### config.mk
export PLATFORM = sky130hd
export DESIGN_NAME = i2c_cmd_master
export DESIGN_NICKNAME = d
export VERILOG_FILES = /design/src/rtl/i2cm_pkg.sv /design/src/rtl/i2cm_datapath.sv /design/src/rtl/i2cm_ctrl.sv /design/src/rtl/i2c_cmd_master.sv
export SDC_FILE = /design/constraint.sdc
export NUM_CORES = 1
export LEC_CHECK = 0
export BUFFER_PORTS_ARGS = -buffer_cell sky130_fd_sc_hd__buf_2
export CELL_PAD_IN_SITES_DETAIL_PLACEMENT = 1
export CELL_PAD_IN_SITES_GLOBAL_PLACEMENT = 1
export CORE_MARGIN = 4
export CORE_UTILIZATION = 40
export CTS_CLUSTER_SIZE = 28
export DETAILED_ROUTE_END_ITERATION = 7
export HOLD_SLACK_MARGIN = 0.03
export PLACE_DENSITY = 0.75
export SYNTH_ARGS = -nofsm -noshare
export SYNTH_HDL_FRONTEND = slang
export SYNTH_SLANG_ARGS = --single-unit
### constraint.sdc
create_clock -name clk -period 2.6 [get_ports clk]
set_input_delay 0.39 -clock clk [delete_from_list [all_inputs] [get_ports clk]]
set_output_delay 0.39 -clock clk [all_outputs]
set_load 0.01 [all_outputs]
### src/rtl/i2cm_pkg.sv
package i2cm_pkg;
  localparam int BYTE_W = 8;

  typedef enum logic [3:0] {
    S_IDLE, S_ST1, S_ST2, S_RS1, S_RS2, S_RS3, S_RS4,
    S_SP1, S_SP2, S_SP3, S_BLO, S_BHI
  } seqState_t;

  typedef enum logic [1:0] {M_TX, M_RX, M_ACK} bitMode_t;

  typedef struct packed {
    logic loadTx;
    logic sampleBit;
    logic latchRx;
    logic latchAck;
  } dpStrobe_t;
endpackage

### src/rtl/i2cm_datapath.sv
module i2cm_datapath
  import i2cm_pkg::*;
(
  input  logic              clk,
  input  logic              rstN,
  input  dpStrobe_t         strobe,
  input  logic [BYTE_W-1:0] txData,
  input  logic              sclIn,
  input  logic              sdaIn,
  output logic              nextTxBit,
  output logic [BYTE_W-1:0] rxData,
  output logic              ackRecv,
  output logic              busFree
);
  logic [BYTE_W-1:0] shiftReg;
  logic sclPrev, sdaPrev;
  logic startSeen, stopSeen;

  assign nextTxBit = shiftReg[BYTE_W-2];
  assign startSeen = sclIn && sclPrev && sdaPrev && !sdaIn;
  assign stopSeen  = sclIn && sclPrev && !sdaPrev && sdaIn;

  always_ff @(posedge clk or negedge rstN) begin
    if (!rstN) begin
      shiftReg <= '0;
      rxData   <= '0;
      ackRecv  <= 1'b0;
    end else begin
      if (strobe.loadTx)
        shiftReg <= txData;
      else if (strobe.sampleBit)
        shiftReg <= {shiftReg[BYTE_W-2:0], sdaIn};
      if (strobe.latchRx)
        rxData <= {shiftReg[BYTE_W-2:0], sdaIn};
      if (strobe.latchAck)
        ackRecv <= sdaIn;
    end
  end

  always_ff @(posedge clk or negedge rstN) begin
    if (!rstN) begin
      sclPrev <= 1'b1;
      sdaPrev <= 1'b1;
      busFree <= 1'b1;
    end else begin
      sclPrev <= sclIn;
      sdaPrev <= sdaIn;
      if (startSeen)
        busFree <= 1'b0;
      else if (stopSeen)
        busFree <= 1'b1;
    end
  end


  strobe_onehot_chk: assert property (@(posedge clk) disable iff (!rstN)
    $onehot0({strobe.loadTx, strobe.latchRx, strobe.latchAck}));


  latch_needs_sample_chk: assert property (@(posedge clk) disable iff (!rstN)
    (strobe.latchRx || strobe.latchAck) |-> strobe.sampleBit);
endmodule

### src/rtl/i2cm_ctrl.sv
module i2cm_ctrl
  import i2cm_pkg::*;
#(
  parameter int BAUD_W = 8
) (
  input  logic              clk,
  input  logic              rstN,
  input  logic [BAUD_W-1:0] baudReload,
  input  logic              cmdStart,
  input  logic              cmdRestart,
  input  logic              cmdStop,
  input  logic              cmdRecv,
  input  logic              cmdAck,
  input  logic              ackData,
  input  logic              txWrite,
  input  logic              txFirstBit,
  input  logic              nextTxBit,
  input  logic              sclIn,
  input  logic              sdaIn,
  input  logic              busFree,
  output dpStrobe_t         strobe,
  output logic              sclOe,
  output logic              sdaOe,
  output logic              busy,
  output logic              done,
  output logic              arbLost,
  output logic              wrColl
);
  localparam int CNT_W = $clog2(BYTE_W + 1);

  seqState_t         state;
  bitMode_t          mode;
  logic [BAUD_W-1:0] cnt;
  logic [CNT_W-1:0]  bitCnt;
  logic sclLow, sdaLow;
  logic idle, waitHigh, gate, phaseEnd, bitEnd, lastBit, lost;
  logic startGo, rsGo, spGo, rxGo, ackGo, txGo, cmdTaken;

  assign sclOe = sclLow;
  assign sdaOe = sdaLow;
  assign idle  = (state == S_IDLE);
  assign busy  = !idle;

  always_comb begin
    waitHigh = (state == S_RS2) || (state == S_SP2) || (state == S_BHI);
    gate     = !waitHigh || sclIn;
    phaseEnd = !idle && gate && (cnt == '0);
    startGo  = idle && cmdStart && busFree;
    rsGo     = idle && !startGo && cmdRestart;
    spGo     = idle && !startGo && !cmdRestart && cmdStop;
    rxGo     = idle && !startGo && !cmdRestart && !cmdStop && cmdRecv;
    ackGo    = idle && !startGo && !cmdRestart && !cmdStop && !cmdRecv && cmdAck;
    cmdTaken = startGo || rsGo || spGo || rxGo || ackGo;
    txGo     = idle && txWrite && !cmdTaken;
    bitEnd   = (state == S_BHI) && phaseEnd;
    lastBit  = ((mode == M_TX) && (bitCnt == CNT_W'(BYTE_W))) ||
               ((mode == M_RX) && (bitCnt == CNT_W'(BYTE_W - 1))) ||
               (mode == M_ACK);
    lost     = bitEnd && (mode == M_TX) && (bitCnt < CNT_W'(BYTE_W)) &&
               !sdaLow && !sdaIn;
    strobe.loadTx    = txGo;
    strobe.sampleBit = bitEnd;
    strobe.latchRx   = bitEnd && lastBit && (mode == M_RX);
    strobe.latchAck  = bitEnd && lastBit && (mode == M_TX);
  end

  always_ff @(posedge clk or negedge rstN) begin
    if (!rstN) begin
      state   <= S_IDLE;
      mode    <= M_TX;
      cnt     <= '0;
      bitCnt  <= '0;
      sclLow  <= 1'b0;
      sdaLow  <= 1'b0;
      done    <= 1'b0;
      arbLost <= 1'b0;
      wrColl  <= 1'b0;
    end else begin
      done    <= 1'b0;
      arbLost <= 1'b0;
      wrColl  <= txWrite && !txGo;
      if (idle) begin
        cnt    <= baudReload;
        bitCnt <= '0;
        if (startGo) begin
          state <= S_ST1; sdaLow <= 1'b1;
        end else if (rsGo) begin
          state <= S_RS1; sdaLow <= 1'b0;
        end else if (spGo) begin
          state <= S_SP1; sdaLow <= 1'b1; sclLow <= 1'b1;
        end else if (rxGo) begin
          state <= S_BLO; mode <= M_RX; sclLow <= 1'b1; sdaLow <= 1'b0;
        end else if (ackGo) begin
          state <= S_BLO; mode <= M_ACK; sclLow <= 1'b1; sdaLow <= !ackData;
        end else if (txGo) begin
          state <= S_BLO; mode <= M_TX; sclLow <= 1'b1; sdaLow <= !txFirstBit;
        end
      end else if (!phaseEnd) begin
        if (gate) cnt <= cnt - BAUD_W'(1);
      end else begin
        cnt <= baudReload;
        case (state)
          S_ST1: begin state <= S_ST2; sclLow <= 1'b1; end
          S_ST2: begin state <= S_IDLE; done <= 1'b1; end
          S_RS1: begin state <= S_RS2; sclLow <= 1'b0; end
          S_RS2: begin state <= S_RS3; sdaLow <= 1'b1; end
          S_RS3: begin state <= S_RS4; sclLow <= 1'b1; end
          S_RS4: begin state <= S_IDLE; done <= 1'b1; end
          S_SP1: begin state <= S_SP2; sclLow <= 1'b0; end
          S_SP2: begin state <= S_SP3; sdaLow <= 1'b0; end
          S_SP3: begin state <= S_IDLE; done <= 1'b1; end
          S_BLO: begin state <= S_BHI; sclLow <= 1'b0; end
          S_BHI: begin
            if (lost) begin
              state <= S_IDLE; arbLost <= 1'b1; sclLow <= 1'b0; sdaLow <= 1'b0;
            end else if (lastBit) begin
              state <= S_IDLE; done <= 1'b1; sclLow <= 1'b1;
            end else begin
              state  <= S_BLO;
              sclLow <= 1'b1;
              bitCnt <= bitCnt + CNT_W'(1);
              if ((mode == M_TX) && (bitCnt < CNT_W'(BYTE_W - 1)))
                sdaLow <= !nextTxBit;
              else
                sdaLow <= 1'b0;
            end
          end
          default: state <= S_IDLE;
        endcase
      end
    end
  end


  busy_fall_chk: assert property (@(posedge clk) disable iff (!rstN)
    $fell(busy) |-> (done || arbLost));


  done_pulse_chk: assert property (@(posedge clk) disable iff (!rstN)
    done |=> !done);


  arb_release_chk: assert property (@(posedge clk) disable iff (!rstN)
    arbLost |-> (!sclOe && !sdaOe && !done));


  wr_coll_chk: assert property (@(posedge clk) disable iff (!rstN)
    (txWrite && busy) |=> wrColl);


  stretch_hold_chk: assert property (@(posedge clk) disable iff (!rstN)
    ((state == S_BHI) && !sclIn) |=> (cnt == $past(cnt)));


  start_refused_chk: assert property (@(posedge clk) disable iff (!rstN)
    (idle && cmdStart && !busFree && !cmdRestart && !cmdStop && !cmdRecv &&
     !cmdAck && !txWrite) |=> !busy);
endmodule

### src/rtl/i2c_cmd_master.sv
module i2c_cmd_master
  import i2cm_pkg::*;
#(
  parameter int BAUD_W = 8
) (
  input  logic              clk,
  input  logic              rstN,
  input  logic [BAUD_W-1:0] baudReload,
  input  logic              cmdStart,
  input  logic              cmdRestart,
  input  logic              cmdStop,
  input  logic              cmdRecv,
  input  logic              cmdAck,
  input  logic              ackData,
  input  logic              txWrite,
  input  logic [7:0]        txData,
  input  logic              sclIn,
  input  logic              sdaIn,
  output logic              sclOe,
  output logic              sdaOe,
  output logic              busy,
  output logic              done,
  output logic              arbLost,
  output logic              wrColl,
  output logic              ackRecv,
  output logic [7:0]        rxData,
  output logic              busFree
);
  dpStrobe_t strobe;
  logic      nextTxBit;

  i2cm_ctrl #(.BAUD_W(BAUD_W)) u_ctrl (
    .clk(clk), .rstN(rstN), .baudReload(baudReload),
    .cmdStart(cmdStart), .cmdRestart(cmdRestart), .cmdStop(cmdStop),
    .cmdRecv(cmdRecv), .cmdAck(cmdAck), .ackData(ackData),
    .txWrite(txWrite), .txFirstBit(txData[BYTE_W-1]), .nextTxBit(nextTxBit),
    .sclIn(sclIn), .sdaIn(sdaIn), .busFree(busFree), .strobe(strobe),
    .sclOe(sclOe), .sdaOe(sdaOe), .busy(busy), .done(done),
    .arbLost(arbLost), .wrColl(wrColl)
  );

  i2cm_datapath u_dp (
    .clk(clk), .rstN(rstN), .strobe(strobe), .txData(txData),
    .sclIn(sclIn), .sdaIn(sdaIn), .nextTxBit(nextTxBit),
    .rxData(rxData), .ackRecv(ackRecv), .busFree(busFree)
  );
endmodule

==> metrics.yaml <==
setup_path:
  endpoint_kind: "register"
  path_max_fanout: 14
  r2r-start: "u_ctrl.state[0]"
  crit_arrival_ns: 2.57
  r2r-end: "u_ctrl.cnt[3]"
  r2r_setup_slack_ns: 0.22
  critPathLaunch: "u_ctrl.state[0]"
  crit_path_start_kind: "register"
  worstRegToRegCells: 5
  crit_required_ns: 2.78
  crit_type: "register to register"
clock_network:
  htreeDepth: 2
  numCtsBuffers: 5
  post_cts_buffers: 0
  insertion_delay_ns: 0.30
  cts.sinks: 42
  tritoncts: "done"
  clk_pin_slew_ns: 0.09
  cts-root-buf: "clkbuf_8"
  cts_resized: 0
  cts_hold_buf: 0
  clk_path_buf_depth: 2
timing:
  finalSetupViolations: 0
  hold_slack_ns: 0.235
  hold_viol: 0
  worst_pin_slew_ns: 0.950
  grt_setup_unrepaired: "no"
  period_needed_ns: 2.38
  fmax_ghz: 0.420
  slew_headroom_pct: 36.7
  finalSetupTns_ns: 0
  final.setup_skew_ns: 0.00995
  min_period_over_period_pct: 91.7
  maxSlewViolCount: 0
drt:
  via_per_inst: 5.56
  wl_um: 5850
  drc: 0
  num_vias: 1969
  routed.top_layer: "met4"
  wl_met1_um: 2820
  ant_nets: 0
  wire_per_inst_um: 16.5
  drt_iter0_drc: 77
  wl_met3_um: 169
  drt_pass1_iterations: 4
  wl_met2_um: 2780
finish:
  final_common_cell: "buf_2"
  area_delta_synth_final_pct: 17.4
  nNetsFinal: 312
  diodes: 0
  drive_gt1_share_pct: 30.1
  nFillCells: 687
  layout_common_cells: "buf_2 (42), dfrtp_1 (39), nand2_1 (26), mux2_2 (16), nor2_1 (15)"
floorplanning:
  dieHeight_um: 84.9
  rows: 27
  die_area_um2: 7210
  initial_core_util_pct: 42.2
  core_area_um2: 5610
  ios: 43
  die_w_um: 84.9
global_routing:
  overflow: 0
  grt_start_max_net_pins: 43
  track_usage_pct: 17.3
  grt_pass1_vias: 1962
  grt_pass1_wl_um: 10100
  grt_antenna_before_repair: 0
logic_synthesis:
  syn_avg_cell_area_um2: 10.0
  yosys_warnings: 0
  synth_seq_area_share_pct: 44.6
  synth.area.top_cells: "dfrtp_1 (41%), mux2_2 (7.6%), mux2i_1 (4.2%)"
  yosysUniqueCellTypes: 50
  netlist_area_um2: 2370
  ys_ff_latch: 42
  synth_nets: 267
  syn-instance-count: 236
  yosysTopAreaCellShare_pct: 41.2
  synth_top_area_cell: "dfrtp_1"
power:
  internal-power_mw: 1.26
  ir_worst_vdd_uv: 314
  power_mw: 1.90
  seqPwrFrac_pct: 48.6
  swShare_pct: 33.7
  power_leakage_nw: 1.31
  p_comb_share_pct: 23.8
  power_switching_mw: 0.640
  pwr-share-clk_pct: 27.5
  power_density_nw_per_um2: 684
run:
  maxCapViolCount: 0
placement:
  hpwl_um: 4350
  io_buffers: 42
  place_congestion: 0.856
outcome:
  outcome: "completed"
worst_hold_path:
  min_path_type: "input pin to asynchronous set/reset pin"
[registers in the layout (all words and copies together) (netlist names)]
register and flops:
u_ctrl.state 4, u_ctrl.wrColl 1, u_dp.shiftReg 7, u_ctrl.cnt 8, u_dp.rxData 8, u_ctrl.sdaOe 1
u_dp.sdaPrev 1, u_ctrl.sclOe 1, u_ctrl.bitCnt 4, u_ctrl.mode 2, u_dp.sclPrev 1, u_ctrl.arbLost 1
u_dp.busFree 1, u_dp.ackRecv 1, u_ctrl.done 1
[power by group through the flow]
stage | Sequential [mW] | Clock [mW] | Combinational [mW]
after floorplan | 0.860 | 0 | 0.373
after global placement | 0.923 | 0 | 0.434
after detailed placement | 0.935 | 0 | 0.456
after CTS | 0.924 | 0.537 | 0.460
after global routing | 0.949 | 0.567 | 0.516
final | 0.924 | 0.524 | 0.453
[cell families after synthesis]
| logic type | synth area share [%] |
|---|---|
| muxes | 11.8 |
| and+or+nand+nor | 19.1 |
| DFF | 44.6 |
| adders and majority gates | 2.11 |
| xor gates and xnor gates | 0.740 |
| buffers and inverters | 4.39 |
| AOI/OAI and AO/OA | 17.3 |
[per-stage QoR]
step | cells | instance area (µm²) | worst slack [ns] | util, %
2_1_floorplan | 236 | 2370 | 0.492 | -
3_3_place_gp | 346 | 2670 | 0.285 | 47.6
3_5_place_dp | 346 | 2670 | 0.222 | 47.6
4_1_cts | 354 | 2780 | 0.206 | 49.6
5_1_grt | 354 | 2780 | 0.0396 | 49.6
6_report | 354 | 2780 | 0.217 | 49.6
[layer usage]
metal,track usage (%),vias up
li1,-,949
met1,24.4,983
met2,27.5,30
met3,2.52,7
met4,5.61,0
met5,0,-
[worst max path at each step]
| stage | to | slack (ns) | cells past startpoint |
|---|---|---|---|
| after floorplan | u_ctrl.cnt[6] | 0.49 | 8 |
| after global placement | u_ctrl.cnt[2] | 0.28 | 5 |
| after detailed placement | u_ctrl.cnt[3] | 0.22 | 5 |
| after CTS | u_ctrl.cnt[3] | 0.21 | 5 |
| after global routing | u_ctrl.cnt[3] | 0.04 | 7 |
| final | u_ctrl.cnt[3] | 0.22 | 5 |
[cells in the mapped netlist (all sizes together)]
cell type and instances:
a21oi 14, o22ai 3, a22o 2, dfrtp 39, a2bb2oi 1, nor3 7
or3 3, and3b 1, and4b 2, clkbuf 4, o211ai 1, xnor2 1
nor3b 4, mux2i 10, nor4 4, nor4bb 1, o221ai 1, or4 1
nor2 15, a211oi 1, nand4 3, mux2 16, and2 2, a221o 1
xor2 1, o21ai 12, a2111oi 2, dfstp 3, a221oi 2, nand2 27
nor4b 1, a31o 1, o22a 8, o311ai 1, nor2b 3, nand3b 1
o21a 2, a31oi 4, inv 14, o21ba 1, buf 7, nand3 5
ha 4
[worst max-delay path: stages, from the launching register on]
cell and delay, ns:
dfrtp_1 0.55, and4b_1 0.32, a22o_1 0.26, o21ai_2 0.52, mux2_2 0.41, o22a_1 0.20
[final cells by class]
type	count	area (µm²)	share of cell area [%]
Multi-Input combinational cell	169	1210	43.5
Sequential cell	42	1050	38.0
Timing Repair Buffer	49	263	9.46
Tap cell	72	90.1	3.24
Clock buffer	6	72.6	2.61
Inverter	14	52.6	1.89
Clock inverter	2	37.5	1.35
Power figures use the tool's default switching activity.
